<file path="src/rtl/quad_pulse_conv.sv">
module quad_pulse_conv #(
  parameter int FILT_LEN = 4,
  parameter int PW_W     = 8,
  parameter bit COMBINED = 1'b0
) (
  input  logic            clk,
  input  logic            rst_n,
  input  logic            enc_a,
  input  logic            enc_b,
  input  logic            res_x4,
  input  logic [PW_W-1:0] pulse_width,
  output logic            cnt_clk_n,
  output logic            cnt_aux,
  output logic            step_err
);
  localparam int CW = $clog2(FILT_LEN + 1);

  logic [1:0]    s1, s2, flt, prv;
  logic [CW-1:0] fc [2];

  always_ff @(posedge clk or negedge rst_n) begin
    if (!rst_n) begin
      s1  <= '0;
      s2  <= '0;
      flt <= '0;
      prv <= '0;
      fc[0] <= '0;
      fc[1] <= '0;
    end else begin
      s1  <= {enc_b, enc_a};
      s2  <= s1;
      prv <= flt;
      for (int i = 0; i < 2; i++) begin
        if (s2[i] == flt[i]) fc[i] <= '0;
        else if (fc[i] == CW'(FILT_LEN - 1)) begin
          flt[i] <= s2[i];
          fc[i]  <= '0;
        end else fc[i] <= fc[i] + 1'b1;
      end
    end
  end

  wire dbl     = (flt ^ prv) == 2'b11;
  wire step_up = (prv == 2'b00 && flt == 2'b01) || (prv == 2'b01 && flt == 2'b11) ||
                 (prv == 2'b11 && flt == 2'b10) || (prv == 2'b10 && flt == 2'b00);
  wire step_dn = (prv == 2'b01 && flt == 2'b00) || (prv == 2'b11 && flt == 2'b01) ||
                 (prv == 2'b10 && flt == 2'b11) || (prv == 2'b00 && flt == 2'b10);
  wire ev_up   = res_x4 ? step_up : (prv == 2'b00 && flt == 2'b01);
  wire ev_dn   = res_x4 ? step_dn : (prv == 2'b01 && flt == 2'b00);
  wire ev      = ev_up | ev_dn;

  logic [PW_W-1:0] pcnt;
  logic            dir_q, pend_v, pend_dir;
  wire             busy  = |pcnt;
  wire             start = !busy && (pend_v || ev);
  wire [PW_W-1:0]  pw_eff = (pulse_width == '0) ? PW_W'(1) : pulse_width;

  always_ff @(posedge clk or negedge rst_n) begin
    if (!rst_n) begin
      pcnt     <= '0;
      dir_q    <= 1'b1;
      pend_v   <= 1'b0;
      pend_dir <= 1'b0;
      step_err <= 1'b0;
    end else begin
      if (dbl) step_err <= 1'b1;
      if (start) begin
        pcnt     <= pw_eff;
        dir_q    <= pend_v ? pend_dir : ev_up;
        pend_v   <= pend_v && ev;
        pend_dir <= ev_up;
      end else begin
        if (busy) pcnt <= pcnt - 1'b1;
        if (ev && !pend_v) begin
          pend_v   <= 1'b1;
          pend_dir <= ev_up;
        end
      end
    end
  end

  generate
    if (COMBINED) begin : g_comb
      assign cnt_clk_n = !busy;
      assign cnt_aux   = dir_q;
      AST_DIR_HELD: assert property (@(posedge clk) disable iff (!rst_n)
        (busy && $past(busy)) |-> $stable(cnt_aux));
    end else begin : g_sep
      assign cnt_clk_n = !(busy && dir_q);
      assign cnt_aux   = !(busy && !dir_q);
      AST_ONE_TRAIN: assert property (@(posedge clk) disable iff (!rst_n)
        $onehot0({!cnt_clk_n, !cnt_aux}));
    end
  endgenerate

  AST_FILT_A: assert property (@(posedge clk) disable iff (!rst_n)
    (flt[0] != $past(flt[0])) |-> ($past(s2[0]) == flt[0]));
  AST_FILT_B: assert property (@(posedge clk) disable iff (!rst_n)
    (flt[1] != $past(flt[1])) |-> ($past(s2[1]) == flt[1]));
  AST_DBL_NO_EV: assert property (@(posedge clk) disable iff (!rst_n)
    dbl |-> !ev);
  AST_DBL_FLAG: assert property (@(posedge clk) disable iff (!rst_n)
    dbl |=> step_err);
  AST_ERR_STICKY: assert property (@(posedge clk) disable iff (!rst_n)
    step_err |=> step_err);
endmodule

</file>
<file path="config.mk">
export PLATFORM = sky130hd
export DESIGN_NAME = quad_pulse_conv
export DESIGN_NICKNAME = d
export VERILOG_FILES = /design/src/rtl/quad_pulse_conv.sv
export SDC_FILE = /design/constraint.sdc
export NUM_CORES = 1
export LEC_CHECK = 0
export BUFFER_PORTS_ARGS = -buffer_cell sky130_fd_sc_hd__buf_4
export CELL_PAD_IN_SITES_DETAIL_PLACEMENT = 2
export CELL_PAD_IN_SITES_GLOBAL_PLACEMENT = 2
export CORE_ASPECT_RATIO = 0.9
export CORE_MARGIN = 2
export CORE_UTILIZATION = 37
export DETAILED_ROUTE_END_ITERATION = 6
export PLACE_DENSITY = 0.82
export SYNTH_ARGS = -nofsm -noshare
export SYNTH_HDL_FRONTEND = slang
export SYNTH_SLANG_ARGS = --single-unit
</file>
<file path="constraint.sdc">
create_clock -name clk -period 2.55 [get_ports clk]
set_input_delay 0.51 -clock clk [delete_from_list [all_inputs] [get_ports clk]]
set_output_delay 0.51 -clock clk [all_outputs]
set_load 0.02 [all_outputs]
</file>
==> results of run 1 <==
final timing paths:
kind | end | startpoint | cells after the start
worst min-delay path | pcnt[0] | rst_n | 1
min in group clk | s1[1] | enc_b | 1
worst max register to register | dir_q | pcnt[6] | 5
worst min register to register | s2[1] | s1[1] | 0
max in group asynchronous | dir_q | rst_n | 1
worst max-delay path | cnt_aux | pcnt[6] | 4
power groups by stage:
stage	logic [mW]	clock network (mW)	registers, mW
5_1_grt	0.340	0.376	0.586
6_report	0.299	0.353	0.574
4_1_cts	0.303	0.358	0.575
3_3_place_gp	0.275	0	0.566
2_1_floorplan	0.237	0	0.527
3_5_place_dp	0.296	0	0.577
area by class of cell:
class / count / area, sq um / share of cell area
clock buffers: 3 / 41.3 / 0.0268
flip-flops and latches: 26 / 652 / 0.423
clock inverters: 1 / 30.0 / 0.0195
inverters: 3 / 11.3 / 0.00731
repair buffers: 24 / 180 / 0.117
multi-input cells: 78 / 572 / 0.371
well taps: 44 / 55.1 / 0.0357
timing repair:
action	4_1_cts	5_1_grt
setup buffers	1	5
setup endpoints to repair	2	2
hold buffers	0	0
pin swaps	0	2
resized for setup	1	0
through the flow:
| stage | instances | cell area, sq um | hold WS, ps |
|---|---|---|---|
| finish | 179 | 1540 | 116 |
| global route | 179 | 1540 | 130 |
| CTS | 174 | 1500 | 135 |
| detailed placement | 169 | 1420 | 338 |
| global placement | 169 | 1420 | 334 |
| floorplan | 112 | 1250 | 214 |
kinds of logic after synthesis:
family,count (synthesis)
muxes,3
xor gates and xnor gates,12
and+or+nand+nor,41
buffers and inverters,8
adders and majority gates,5
DFF,26
AOI/OAI and AO/OA,17
flip-flops by register name (all words and copies together) (netlist names):
| signal | cells |
|---|---|
| dir_q | 1 |
| fc | 6 |
| flt | 2 |
| pcnt | 8 |
| pend_dir | 1 |
| pend_v | 1 |
| prv | 2 |
| s1 | 2 |
| s2 | 2 |
| step_err | 1 |
placed cells by master, fill, tap and decap left out, types with 2 or more instances in the layout:
master and n:
nand3_1 2, nand4_1 2, nor4_1 2, inv_1 3, nor2b_1 3, o22ai_1 6
nor3b_1 3, nand2_1 10, buf_4 24, mux2_2 2, nand2b_1 2, nor3_1 4
ha_1 4, xnor2_1 8, clkbuf_8 3, nor2_1 3, dfrtp_1 25, xor2_1 4
nor4b_1 2
per-layer routing:
| metal | part of all wire | vias up |
|---|---|---|
| li1 | - | 447 |
| met1 | 0.39 | 507 |
| met2 | 0.54 | 20 |
| met3 | 0.039 | 8 |
| met4 | 0.026 | 0 |
| met5 | 0 | - |
synthesized netlist by cell type (all sizes together), types with 2 or more instances:
| master | n |
|---|---|
| ha | 4 |
| nand4 | 2 |
| xnor2 | 8 |
| a21oi | 2 |
| o22ai | 6 |
| mux2 | 3 |
| dfrtp | 25 |
| nor4b | 3 |
| inv | 3 |
| nor2b | 3 |
| nor4 | 2 |
| nand2 | 10 |
| nor3b | 3 |
| buf | 2 |
| nand3 | 2 |
| xor2 | 4 |
| nand2b | 2 |
| clkbuf | 3 |
| or4 | 2 |
| nor2 | 3 |
| nor3 | 4 |
worst max-delay path, cell delays in order (launching register included):
cell	delay, ps
dfrtp_1	410
or4_4	560
or4b_4	510
nand2b_1	90
buf_4	130
==> results.json, run 1 <==
{
  "status": "finished clean",
  "yosysWarnings": 0,
  "drive_above_1_share": 0.267,
  "fin_nets": 153,
  "fmax_ghz": 0.402,
  "slew_headroom": 0.556,
  "period_share": 0.975,
  "synth-compound-area-share": 0.0969,
  "place_worst_setup_slack_ps": 246,
  "met1_usage": 0.215,
  "numCtsBuffers": 3,
  "drc": 0,
  "final.setup_skew_ps": 13.3,
  "intPower_mw": 0.832,
  "layout_setup_ws_ps": 62.5,
  "initial_core_util": 0.379,
  "portBuffers": 15,
  "grt_max_degree": 27,
  "async_reset_ff_frac": 1.00,
  "netlist_instances": 112,
  "fillers": 354,
  "rsz0062_at_grt": "false",
  "root_buffer": "clkbuf_8",
  "final_core_util": 0.467,
  "cts_sinks": 26,
  "end_kind": "primary output",
  "antenna_found_initial": 0,
  "yosysTopAreaCellShare": 0.500,
  "maxCapViolCount": 0,
  "synthAdderAreaFrac": 0.0490,
  "diodes": 0,
  "critical_path_class": "reg -> out",
  "hold_viol_final": 0,
  "grt-busiest-layer": "met2",
  "clk_latency_ps": 280,
  "synthXorXnorAreaFrac": 0.0839,
  "startpoint_type": "register",
  "p_total_mw": 1.23,
  "yosys.area_share.simple": 0.197,
  "rows": 20,
  "use_met2": 0.354,
  "vdd_drop_max_mv": 0.465,
  "dieArea_sq_mm": 0.00387,
  "die_w_um": 65.3,
  "syn_area_sq_mm": 0.00125,
  "powerDensity_mw_per_mm2": 795,
  "syn-num-nets": 129,
  "tns_ps": 0,
  "grt_overflow": 0,
  "syn_avg_cell_area_sq_um": 11.2,
  "reg2reg_slack_ps": 400,
  "clkSlewWorstSetupHoldPaths_ps": 100,
  "gp_congestion": 0.754,
  "synth_top_family_by_area": "simple AND/OR/NAND/NOR gates",
  "leakagePower_nw": 0.633,
  "combPwrFrac": 0.244,
  "crit_fanout": 3,
  "clockBufferDepth": 2,
  "synth-seq-cells": 26,
  "ios": 16,
  "synth_enable_flop_cells": 0,
  "switching_share": 0.321,
  "p_sw_mw": 0.394,
  "antenna_left": 0,
  "power.share.sequential": 0.468,
  "drt_iter0_markers": 33,
  "routed_wl_um": 3440,
  "cp.required_ps": 2040,
  "first_pass_iters": 3,
  "wl_per_cell_um": 19.2,
  "viasPerCell": 5.49,
  "drv_slew": 0,
  "chipHeight_um": 59.2,
  "synthTopCellsByArea": "dfrtp_1, xnor2_1, ha_1, nand2_1, o22ai_1",
  "grt_pass1_vias": 1063,
  "area_delta_synth_final_pct": 23.1,
  "hold_class": "in -> async",
  "cts_tree": "done",
  "grt_use_met3": 0.0475,
  "ys.flop_type": "dfrtp_1",
  "h-tree-depth": 1,
  "num_vias": 982,
  "setup_viol": 0,
  "grt_pass1_wl_um": 5400,
  "yosysSeqAreaShare": 0.520,
  "synth.distinct_cells": 41,
  "post-dp-hpwl_um": 2140,
  "synthMuxAreaShare": 0.0270,
  "core_area_sq_mm": 0.00330,
  "synth_top_area_cell": "dfrtp_1",
  "grtUsageTotal": 0.191,
  "fin_crit_ps": 2490,
  "worst_ep_arrival_time_ps": 1980,
  "worst_slew_pin_slew_ps": 657,
  "pwr-share-clk": 0.288
}
Note: power is estimated with default switching activity, not from simulation.
==> inputs of run 2 (changes only) <==
==> constraint.sdc (replaced) <==
create_clock -name clk -period 2.8 [get_ports clk]
set_input_delay 0.56 -clock clk [delete_from_list [all_inputs] [get_ports clk]]
set_output_delay 0.56 -clock clk [all_outputs]
set_load 0.02 [all_outputs]
==> run 2 against run 1 <==
Critical path depth unchanged. Worst setup slack improved by 48 ps. Hold slack improved by 54 ps. Combinational power decreased by 11%. Cell count decreased by 3.4%. Sequential power decreased by 9.9%. Clock-buffer cell count unchanged. Critical path type unchanged. Sequential cell count unchanged. Largest power group unchanged.
==> results.json, run 2 (synthesized netlist as in run 1, its figures left out) <==
{
  "drc": 0,
  "drt_iter0_markers": 38,
  "antenna_left": 0,
  "viasPerCell": 5.28,
  "dieArea_sq_mm": 0.00387,
  "r2r-end": "dir_q",
  "maxCapViolCount": 0,
  "layout_setup_ws_ps": 111,
  "startpoint_type": "register",
  "grt_pass1_vias": 1040,
  "portBuffers": 15,
  "powerDensity_mw_per_mm2": 737,
  "root_buffer": "clkbuf_8",
  "rsz0062_at_grt": "false",
  "routed_wl_um": 3000,
  "drive_above_1_share": 0.225,
  "grt_max_degree": 27,
  "postCtsHoldBufs": 0,
  "core_area_sq_mm": 0.00330,
  "slew_headroom": 0.666,
  "rows": 20,
  "post-dp-hpwl_um": 2290,
  "holdWs_ps": 170,
  "tns_ps": 0,
  "num_vias": 914,
  "numCtsBuffers": 3,
  "r2r_start": "pcnt[3]",
  "worst_ep_arrival_time_ps": 2130,
  "critPathCapture": "cnt_clk_n",
  "cts_resized": 0,
  "largest_reg_flops": 8,
  "setup_viol": 0,
  "fmax_ghz": 0.372,
  "cts_sinks": 26,
  "grtUsageTotal": 0.181,
  "cp.required_ps": 2240,
  "largestRegisters": "pcnt x8, fc x6",
  "grt_pass1_wl_um": 5190,
  "antenna_found_initial": 0,
  "clockBufferDepth": 2,
  "clkSlewWorstSetupHoldPaths_ps": 100,
  "reg2reg_slack_ps": 480,
  "hold_viol_final": 0,
  "place_worst_setup_slack_ps": 419,
  "ff2ff_path_depth": 5,
  "dpl_cell_area_sq_mm": 0.00142,
  "worst_slew_pin_slew_ps": 498,
  "period_share": 0.960,
  "first_pass_iters": 4,
  "dp_cells": 169,
  "diodes": 0,
  "critical_path_class": "reg -> out",
  "crit_start": "pcnt[3]",
  "end_kind": "primary output",
  "ios": 16,
  "vdd_drop_max_mv": 0.341,
  "post_cts_buffers": 0,
  "regMostFlops": "pcnt",
  "gp_congestion": 0.761,
  "clk_latency_ps": 280,
  "fin_nets": 147,
  "chipHeight_um": 59.2,
  "initial_core_util": 0.379,
  "p_total_mw": 1.10,
  "wl_per_cell_um": 17.3,
  "drv_slew": 0,
  "leakagePower_nw": 0.604,
  "layout_common_cells": "dfrtp_1, buf_4, nand2_1, xnor2_1, o22ai_1",
  "status": "finished clean",
  "hold_class": "in -> async",
  "critPathSlowestCell": "or4_4",
  "cpPeakStageDelay_ps": 580,
  "fin_crit_ps": 2690,
  "die_w_um": 65.3,
  "final_common_cell": "dfrtp_1",
  "area_delta_synth_final_pct": 19.2,
  "h-tree-depth": 1,
  "crit_fanout": 5,
  "worstSetupPathDepth": 4,
  "fin_area_sq_mm": 0.00149,
  "cts_tree": "done",
  "final_core_util": 0.452,
  "cp_num_buf_inv": 1,
  "crit_chain": "or4_4 -> or4b_1 -> nand2_1 -> buf_4",
  "fin_cells": 173,
  "grt_overflow": 0,
  "path_delay_family": "simple AND/OR/NAND/NOR gates",
  "final.setup_skew_ps": 11.8
}
run 2: changes by cell type in the layout (fill, tap and decap cells not counted):
cell and change:
buf_4 -6, or4b_4 -1, or4b_1 +1
run 2: power breakdown:
part           internal (mW)  switching [mW]  total (mW)
clock network          0.191           0.124       0.315
registers              0.437          0.0804       0.517
logic                  0.130           0.136       0.267
run 2: metal layers:
layer | routed length, um | track usage | up-vias
met1 | 1270 | 0.217 | 463
li1 | - | - | 438
met3 | 88 | 0.0418 | 2
met2 | 1610 | 0.318 | 11
met4 | 29 | 0.0655 | 0
met5 | 0 | 0 | -
run 2: area by class of cell:
class	instances	area (sq um)
fillers	362	1810
flip-flops and latches	26	652
multi-input cells	78	568
repair buffers	18	135
well taps	44	55.1
clock buffers	3	41.3
clock inverters	1	30.0
inverters	3	11.3
run 2: how the worst min path moves through the flow:
stage | to | cells after the start
after floorplan | fc[0] | 0
after global placement | s2[1] | 0
after detailed placement | s2[0] | 0
after CTS | pend_v | 1
after global routing | pend_v | 1
final | pend_v | 1
run 2: worst register-to-register path: stages (launching register included):
cell,delay [ps]
dfrtp_1,450
or4_4,580
or4b_1,580
buf_4,200
a21oi_2,110
mux2_1,330
